## config.mk

```make
export PLATFORM = sky130hd
export DESIGN_NAME = hec_cell_filter
export DESIGN_NICKNAME = d
export VERILOG_FILES = /design/src/rtl/hecf_pkg.sv /design/src/rtl/hecf_syndrome.sv /design/src/rtl/hecf_datapath.sv /design/src/rtl/hecf_control.sv /design/src/rtl/hec_cell_filter.sv
export SDC_FILE = /design/constraint.sdc
export NUM_CORES = 1
export LEC_CHECK = 0
export BUFFER_PORTS_ARGS = -buffer_cell sky130_fd_sc_hd__buf_2
export CAP_MARGIN = 25
export CELL_PAD_IN_SITES_DETAIL_PLACEMENT = 0
export CELL_PAD_IN_SITES_GLOBAL_PLACEMENT = 1
export CORE_MARGIN = 8
export CORE_UTILIZATION = 54
export CTS_CLUSTER_DIAMETER = 200
export DETAILED_ROUTE_END_ITERATION = 8
export GPL_TIMING_DRIVEN = 0
export PLACE_DENSITY = 0.84
export SETUP_SLACK_MARGIN = 0.1
export SYNTH_ARGS = -nofsm -noshare
export SYNTH_HDL_FRONTEND = slang
export SYNTH_SLANG_ARGS = --single-unit
```

## constraint.sdc

```tcl
create_clock -name clk -period 7.4 [get_ports clk]
set_clock_uncertainty 0.1 [all_clocks]
set_input_delay 1.11 -clock clk [delete_from_list [all_inputs] [get_ports clk]]
set_output_delay 1.11 -clock clk [all_outputs]
set_load 0.005 [all_outputs]
```

## src/rtl/hecf_pkg.sv

```systemverilog
package hecf_pkg;

  localparam int BYTE_W    = 8;
  localparam int HDR_BYTES = 5;
  localparam int HDR_BITS  = HDR_BYTES * BYTE_W;
  localparam int WORD_BITS = HDR_BITS - BYTE_W;

  typedef enum logic {
    ST_CORRECT = 1'b0,
    ST_DETECT  = 1'b1
  } hecState_e;

  // control -> datapath, valid in the cycle the HEC byte is taken in
  typedef struct packed {
    logic load;
    logic keep;
    logic fix;
    logic filler;
  } hecfStrobe_t;

  // datapath -> control
  typedef struct packed {
    logic hdrDone;
    logic synZero;
    logic synSingle;
    logic emptyRaw;
    logic emptyFixed;
  } hecfStatus_t;

  function automatic logic [7:0] crc8Msb(input logic [WORD_BITS-1:0] d);
    logic [7:0] c;
    logic fb;
    c = '0;
    for (int i = WORD_BITS - 1; i >= 0; i--) begin
      fb = c[7] ^ d[i];
      c  = {c[6:0], 1'b0};
      if (fb) c = c ^ 8'h07;
    end
    return c;
  endfunction

  // syndrome produced by a single flip at header bit p (bit 0 = HEC lsb)
  function automatic logic [7:0] flipSignature(input int p);
    logic [WORD_BITS-1:0] w;
    if (p < BYTE_W) return 8'(1 << p);
    w = '0;
    w[p - BYTE_W] = 1'b1;
    return crc8Msb(w);
  endfunction

  function automatic logic isEmptyHdr(input logic [WORD_BITS-1:0] w);
    return (w == 32'h0000_0001) || ((w[27:4] == '0) && !w[0]);
  endfunction

endpackage

```

## src/rtl/hecf_syndrome.sv

```systemverilog
module hecf_syndrome
  import hecf_pkg::*;
#(
  parameter logic [7:0] COSET = 8'h55
) (
  input  logic [WORD_BITS-1:0] hdrWord,
  input  logic [BYTE_W-1:0]    hecByte,
  input  logic                 cosetEn,
  output logic                 synZero,
  output logic                 synSingle,
  output logic [HDR_BITS-1:0]  flipMask
);

  logic [7:0] expectHec;
  logic [7:0] syndrome;

  assign expectHec = crc8Msb(hdrWord) ^ (cosetEn ? COSET : 8'h00);
  assign syndrome  = hecByte ^ expectHec;

  for (genvar p = 0; p < HDR_BITS; p++) begin : g_sig
    localparam logic [7:0] SIG = flipSignature(p);
    assign flipMask[p] = (syndrome == SIG);
  end

  assign synZero   = (syndrome == 8'h00);
  assign synSingle = |flipMask;

endmodule

```

## src/rtl/hecf_datapath.sv

```systemverilog
module hecf_datapath
  import hecf_pkg::*;
#(
  parameter int         CELL_BYTES = 53,
  parameter logic [7:0] COSET      = 8'h55
) (
  input  logic              clk,
  input  logic              rstN,
  input  logic              syncValid,
  input  logic              inValid,
  input  logic              inSoc,
  input  logic [BYTE_W-1:0] inData,
  input  logic              cosetEn,
  input  hecfStrobe_t       strobe,
  output hecfStatus_t       status,
  output logic              outValid,
  output logic              outSoc,
  output logic [BYTE_W-1:0] outData,
  output logic              fillerReq
);

  localparam int IDX_W = $clog2(CELL_BYTES);
  localparam int LAT   = HDR_BYTES;

  // ---------------- input side: cell framing ----------------
  logic             cellOpen;
  logic [IDX_W-1:0] inIdx;
  logic [IDX_W-1:0] idxNow;
  logic             accept;

  assign accept = syncValid && inValid && (inSoc || cellOpen);
  assign idxNow = inSoc ? '0 : inIdx;

  always_ff @(posedge clk or negedge rstN) begin
    if (!rstN) begin
      cellOpen <= 1'b0;
      inIdx    <= '0;
    end else if (!syncValid) begin
      cellOpen <= 1'b0;
      inIdx    <= '0;
    end else if (accept) begin
      if (idxNow == IDX_W'(CELL_BYTES - 1)) begin
        cellOpen <= 1'b0;
        inIdx    <= '0;
      end else begin
        cellOpen <= 1'b1;
        inIdx    <= idxNow + 1'b1;
      end
    end
  end

  // ---------------- header capture ----------------
  logic [HDR_BYTES-2:0][BYTE_W-1:0] hdrByte;
  logic [WORD_BITS-1:0]             hdrWord;

  always_ff @(posedge clk or negedge rstN) begin
    if (!rstN) begin
      hdrByte <= '0;
    end else if (accept && (idxNow < IDX_W'(HDR_BYTES - 1))) begin
      hdrByte[(HDR_BYTES - 2) - int'(idxNow)] <= inData;
    end
  end

  assign hdrWord = hdrByte;

  logic [HDR_BITS-1:0] flipMask;
  logic                synZero;
  logic                synSingle;

  hecf_syndrome #(.COSET(COSET)) u_syndrome (
    .hdrWord  (hdrWord),
    .hecByte  (inData),
    .cosetEn  (cosetEn),
    .synZero  (synZero),
    .synSingle(synSingle),
    .flipMask (flipMask)
  );

  assign status.hdrDone    = accept && (idxNow == IDX_W'(HDR_BYTES - 1));
  assign status.synZero    = synZero;
  assign status.synSingle  = synSingle;
  assign status.emptyRaw   = isEmptyHdr(hdrWord);
  assign status.emptyFixed = isEmptyHdr(hdrWord ^ flipMask[HDR_BITS-1:BYTE_W]);

  // ---------------- per-cell decision hold ----------------
  logic                keepCell;
  logic                fixOn;
  logic                fillerCell;
  logic [HDR_BITS-1:0] fixMask;

  always_ff @(posedge clk or negedge rstN) begin
    if (!rstN) begin
      keepCell   <= 1'b0;
      fixOn      <= 1'b0;
      fillerCell <= 1'b0;
      fixMask    <= '0;
    end else if (strobe.load) begin
      keepCell   <= strobe.keep;
      fixOn      <= strobe.fix;
      fillerCell <= strobe.filler;
      fixMask    <= flipMask;
    end
  end

  // ---------------- fixed delay line ----------------
  logic [LAT-1:0]                 pValid;
  logic [LAT-1:0]                 pSoc;
  logic [LAT-1:0][BYTE_W-1:0]     pData;
  logic [LAT-1:0][IDX_W-1:0]      pIdx;

  always_ff @(posedge clk or negedge rstN) begin
    if (!rstN) begin
      pValid <= '0;
      pSoc   <= '0;
      pData  <= '0;
      pIdx   <= '0;
    end else begin
      pValid <= syncValid ? {pValid[LAT-2:0], accept} : '0;
      pSoc   <= {pSoc[LAT-2:0], accept && inSoc};
      pData  <= {pData[LAT-2:0], inData};
      pIdx   <= {pIdx[LAT-2:0], idxNow};
    end
  end

  logic              tailValid;
  logic              tailSoc;
  logic [BYTE_W-1:0] tailData;
  logic [IDX_W-1:0]  tailIdx;
  logic [BYTE_W-1:0] fixByte;

  assign tailValid = pValid[LAT-1];
  assign tailSoc   = pSoc[LAT-1];
  assign tailData  = pData[LAT-1];
  assign tailIdx   = pIdx[LAT-1];

  always_comb begin
    fixByte = '0;
    if (fixOn) begin
      for (int b = 0; b < HDR_BYTES; b++) begin
        if (tailIdx == IDX_W'(b)) fixByte = fixMask[(HDR_BYTES - 1 - b) * BYTE_W +: BYTE_W];
      end
    end
  end

  // ---------------- output stage ----------------
  always_ff @(posedge clk or negedge rstN) begin
    if (!rstN) begin
      outValid  <= 1'b0;
      outSoc    <= 1'b0;
      outData   <= '0;
      fillerReq <= 1'b0;
    end else begin
      outValid  <= syncValid && tailValid && keepCell;
      outSoc    <= syncValid && tailValid && tailSoc && keepCell;
      outData   <= tailData ^ fixByte;
      fillerReq <= syncValid && tailValid && tailSoc && fillerCell;
    end
  end

endmodule

```

## src/rtl/hecf_control.sv

```systemverilog
module hecf_control
  import hecf_pkg::*;
#(
  parameter int CNT_W = 16
) (
  input  logic             clk,
  input  logic             rstN,
  input  logic             syncValid,
  input  logic             ctlCorrectEn,
  input  logic             ctlDiscardBad,
  input  logic             ctlImaMode,
  input  logic             ctlDropIdle,
  input  hecfStatus_t      status,
  output hecfStrobe_t      strobe,
  output logic [CNT_W-1:0] badHecCount
);

  localparam logic [CNT_W-1:0] CNT_MAX = '1;

  hecState_e state;
  hecState_e stateNext;
  logic      errored;
  logic      canFix;
  logic      countIt;
  logic      emptyHdr;

  assign errored  = !status.synZero;
  assign canFix   = errored && (state == ST_CORRECT) && ctlCorrectEn && status.synSingle;
  assign countIt  = errored && !canFix;
  assign emptyHdr = canFix ? status.emptyFixed : status.emptyRaw;

  always_comb begin
    strobe.load   = status.hdrDone;
    strobe.fix    = canFix;
    strobe.keep   = (!countIt || !ctlDiscardBad) && !(ctlDropIdle && emptyHdr);
    strobe.filler = countIt && ctlDiscardBad && ctlImaMode;
  end

  always_comb begin
    stateNext = state;
    if (!syncValid)          stateNext = ST_CORRECT;
    else if (status.hdrDone) stateNext = errored ? ST_DETECT : ST_CORRECT;
  end

  always_ff @(posedge clk or negedge rstN) begin
    if (!rstN) state <= ST_CORRECT;
    else       state <= stateNext;
  end

  always_ff @(posedge clk or negedge rstN) begin
    if (!rstN) begin
      badHecCount <= '0;
    end else if (status.hdrDone && countIt && (badHecCount != CNT_MAX)) begin
      badHecCount <= badHecCount + 1'b1;
    end
  end

endmodule

```

## src/rtl/hec_cell_filter.sv

```systemverilog
module hec_cell_filter
  import hecf_pkg::*;
#(
  parameter int         CELL_BYTES = 53,
  parameter int         CNT_W      = 16,
  parameter logic [7:0] COSET      = 8'h55
) (
  input  logic             clk,
  input  logic             rstN,
  input  logic             syncValid,
  input  logic             inValid,
  input  logic             inSoc,
  input  logic [7:0]       inData,
  input  logic             ctlCorrectEn,
  input  logic             ctlDiscardBad,
  input  logic             ctlImaMode,
  input  logic             ctlDropIdle,
  input  logic             ctlCosetEn,
  output logic             outValid,
  output logic             outSoc,
  output logic [7:0]       outData,
  output logic             fillerReq,
  output logic [CNT_W-1:0] badHecCount
);

  hecfStrobe_t strobe;
  hecfStatus_t status;

  hecf_datapath #(.CELL_BYTES(CELL_BYTES), .COSET(COSET)) u_datapath (
    .clk      (clk),
    .rstN     (rstN),
    .syncValid(syncValid),
    .inValid  (inValid),
    .inSoc    (inSoc),
    .inData   (inData),
    .cosetEn  (ctlCosetEn),
    .strobe   (strobe),
    .status   (status),
    .outValid (outValid),
    .outSoc   (outSoc),
    .outData  (outData),
    .fillerReq(fillerReq)
  );

  hecf_control #(.CNT_W(CNT_W)) u_control (
    .clk          (clk),
    .rstN         (rstN),
    .syncValid    (syncValid),
    .ctlCorrectEn (ctlCorrectEn),
    .ctlDiscardBad(ctlDiscardBad),
    .ctlImaMode   (ctlImaMode),
    .ctlDropIdle  (ctlDropIdle),
    .status       (status),
    .strobe       (strobe),
    .badHecCount  (badHecCount)
  );

endmodule

```

==> flow_metrics.py <==
metrics = {
    "logic_synthesis": {
        "synth_cells": 795,
        "synth.top_cells.by_count": "190 x dfrtp_1, 92 x nand2_1, 57 x xnor2_1",
        "synth_adder_area_share": 0.01065,
        "synth_enable_flop_cells": 0,
        "synthDistinctLibCells": 70,
        "synth_fp_nets": 821,
        "ys_async_sr_fraction": 1.000,
        "synth_top_cell_by_area": "dfrtp_1",
        "synth_top_family_by_area": "XOR/XNOR gates",
        "synth_area_per_cell_um2": 11.82,
        "synth.most_common_cell": "dfrtp_1",
        "synth_seq_cells": 190,
        "synth-xor-area-share": 0.1575,
        "synth_flop_cell": "dfrtp_1",
        "synth-warning-count": 0,
        "synth_compound_area_frac": 0.08203,
        "yosysTopAreaCellShare": 0.5061,
        "yosys-top-cells-area": "dfrtp_1 51%, xnor2_1 5.3%, mux2_2 4.8%, xnor3_1 4.1%, nand2_1 3.7%",
        "synthMuxAreaShare": 0.08030,
        "netlist_area_um2": 9395,
        "ys_seq_area_frac": 0.5061,
        "synthSimpleGateAreaFrac": 0.1421,
    },
    "clocking": {
        "cts_tree": "yes",
        "clockBufferDepth": 2,
        "cts_max_level": 4,
        "cts_root_buffer": "clkbuf_16",
        "clk_pin_slew_ns": 0.08,
        "cts_hold_buffers": 0,
        "cts_num_sinks": 190,
        "post_cts_buffers": 0,
        "cts_inserted_buffers": 17,
        "cts_resized": 0,
        "clk_latency_ns": 0.43,
    },
    "floorplan": {
        "die_area_um2": 21880,
        "core_um2": 17180,
        "io_pins": 45,
        "die_w_um": 147.9,
        "row_count": 48,
        "die_h_um": 147.9,
        "initial_utilization": 0.5470,
    },
    "timing": {
        "finalHoldViolCount": 0,
        "finalSetupTns_ns": 0,
        "tightest_slew_ns": 0.9813,
        "slew_headroom": 0.3271,
        "fin_crit_sh": 0.7632,
        "slew_violations": 0,
        "setup_viol": 0,
        "hold_slack_ns": 0.2476,
        "grt_setup_unrepaired": "false",
        "min_period_ns": 5.647,
        "fmax_mhz": 177.1,
    },
    "placement": {
        "dp_hpwl_mm": 18.78,
        "dp_cells": 1067,
        "gp_congestion": 0.9399,
        "io_buffer_count": 44,
    },
    "worst_setup_path": {
        "timing.rr.start": "u_datapath.hdrByte[26]",
        "reg2reg_to": "u_control.badHecCount[4]",
        "endpoint_kind": "register",
        "worstPathRequired_ns": 7.60,
        "worst-r2r-setup-slack_ns": 1.75,
        "rr_worst_depth": 16,
        "crit_path_max_fanout": 10,
        "critical_path_class": "register to register",
        "start_kind": "register",
        "cp_data_arrival_time_ns": 5.84,
    },
    "worst_hold_path": {
        "min_path_type": "register to register",
        "holdPathStages": 0,
        "hold_path_startpoint": "u_datapath.pIdx[18]",
        "hold_end": "u_datapath.tailIdx[0]",
    },
    "routing": {
        "vias_per_cell": 6.029,
        "drc_errors": 0,
        "drt_iter0_drc": 568,
        "wl_per_cell_um": 22.99,
        "num_vias": 6626,
        "wl_mm": 25.27,
        "drt-pass1-iter-count": 5,
        "ant_nets": 0,
    },
    "cells_and_area": {
        "diodes": 0,
        "drive_gt1_frac": 0.1819,
        "area.growth.synth_to_final_pct": 12.16,
        "stdcell_count": 1099,
        "final_nets": 887,
    },
    "global_routing": {
        "antenna_found_initial": 0,
        "overflow": 0,
        "grt_pass1_wl_mm": 39.68,
        "grt_max_degree": 131,
        "grt_pass1_vias": 6833,
        "grt.total_usage": 0.2401,
    },
    "outcome": {
        "outcome": "complete, no violations",
    },
    "flow_run": {
        "maxCapViolations": 0,
    },
}
## metal layers
layer	wire length, µm	track usage	part of all wire
met3	1717	0.05136	0.068
met2	11960	0.3844	0.47
met1	11020	0.3207	0.44
met5	0	0	0
met4	567	0.07853	0.022
## kinds of logic after synthesis
| family | Yosys count |
|---|---|
| and+or+nand+nor | 261 |
| DFF | 190 |
| xor gates and xnor gates | 125 |
| AOI/OAI and AO/OA | 105 |
| muxes | 59 |
| buffers and inverters | 47 |
| adders and majority gates | 8 |
## how the worst max path moves through the flow
stage | start | end | slack (ns) | cells past startpoint
global placement | ctlCosetEn | u_control.badHecCount[1] | 1.80 | 13
CTS | u_datapath.hdrByte[26] | u_control.badHecCount[1] | 1.87 | 15
finish | u_datapath.hdrByte[26] | u_control.badHecCount[4] | 1.75 | 16
floorplan | ctlCosetEn | u_control.badHecCount[14] | 2.95 | 13
detailed placement | ctlCosetEn | u_control.badHecCount[1] | 1.75 | 13
global route | u_datapath.hdrByte[26] | u_control.badHecCount[4] | 1.55 | 16
## layout make-up
type                       count  area (µm²)
fill                        1405        6639
timing repair buffer          47       267.8
clock buffer                  17       425.4
sequential                   190        4755
clock inverter                15       167.7
tap                          225       281.5
buffer                        35       155.1
multi-input combinational    558        4441
inverter                      12       45.04
## state kept, by name, indices dropped and copies added (netlist names)
name,flops
u_datapath.fixMask,40
u_datapath.hdrByte,32
u_datapath.pData,32
u_datapath.pIdx,24
u_control.badHecCount,16
u_datapath.outData,8
u_datapath.tailData,8
u_datapath.inIdx,6
u_datapath.tailIdx,6
u_datapath.pSoc,5
u_datapath.pValid,5
u_control.state,1
u_datapath.cellOpen,1
u_datapath.fillerCell,1
u_datapath.fillerReq,1
u_datapath.fixOn,1
u_datapath.keepCell,1
u_datapath.outSoc,1
u_datapath.outValid,1
## stage by stage
stage / cell area [µm²] / setup slack [ns] / utilization
finish: 10540 / 1.753 / 0.6135
global route: 10540 / 1.551 / 0.6135
CTS: 10540 / 1.865 / 0.6135
detailed placement: 9945 / 1.751 / 0.5790
global placement: 9897 / 1.798 / 0.5762
floorplan: 9395 / 2.954 / -
## placed cells by master (no fill, tap or decap), types with 9 or more instances in the layout
| cell | synthesis | final |
|---|---|---|
| o31ai_1 | 26 | 26 |
| nor3_1 | 15 | 15 |
| a21oi_1 | 9 | 9 |
| o21ai_0 | 22 | 22 |
| xnor2_1 | 57 | 57 |
| xnor3_1 | 17 | 17 |
| inv_1 | 12 | 12 |
| mux2_2 | 40 | 40 |
| clkbuf_16 | 0 | 17 |
| nand2b_1 | 11 | 11 |
| buf_2 | 7 | 52 |
| nand2_1 | 92 | 92 |
| and2_1 | 12 | 12 |
| clkbuf_1 | 25 | 25 |
| nor4_1 | 15 | 15 |
| a22o_1 | 11 | 11 |
| and3_1 | 9 | 9 |
| dfrtp_1 | 190 | 190 |
| nand3_1 | 25 | 25 |
| xor2_1 | 38 | 38 |
| nor2_1 | 38 | 38 |
## worst max-delay path, stage by stage, from the launching register on
cell      delay [ns]
dfrtp_1         0.50
inv_1           0.14
ha_1            0.37
xnor2_1         0.35
xnor3_1         0.44
xnor2_1         0.33
xnor3_1         0.53
buf_2           0.22
nor2b_1         0.43
nand2b_2        0.27
or3_1           0.50
o21ai_0         0.17
nor4b_2         0.11
a41oi_4         0.53
buf_6           0.24
nor3_1          0.10
xor2_1          0.17
Power is not shown: default switching activity piles up to over one toggle a cycle in this logic, so the estimate is an artifact.
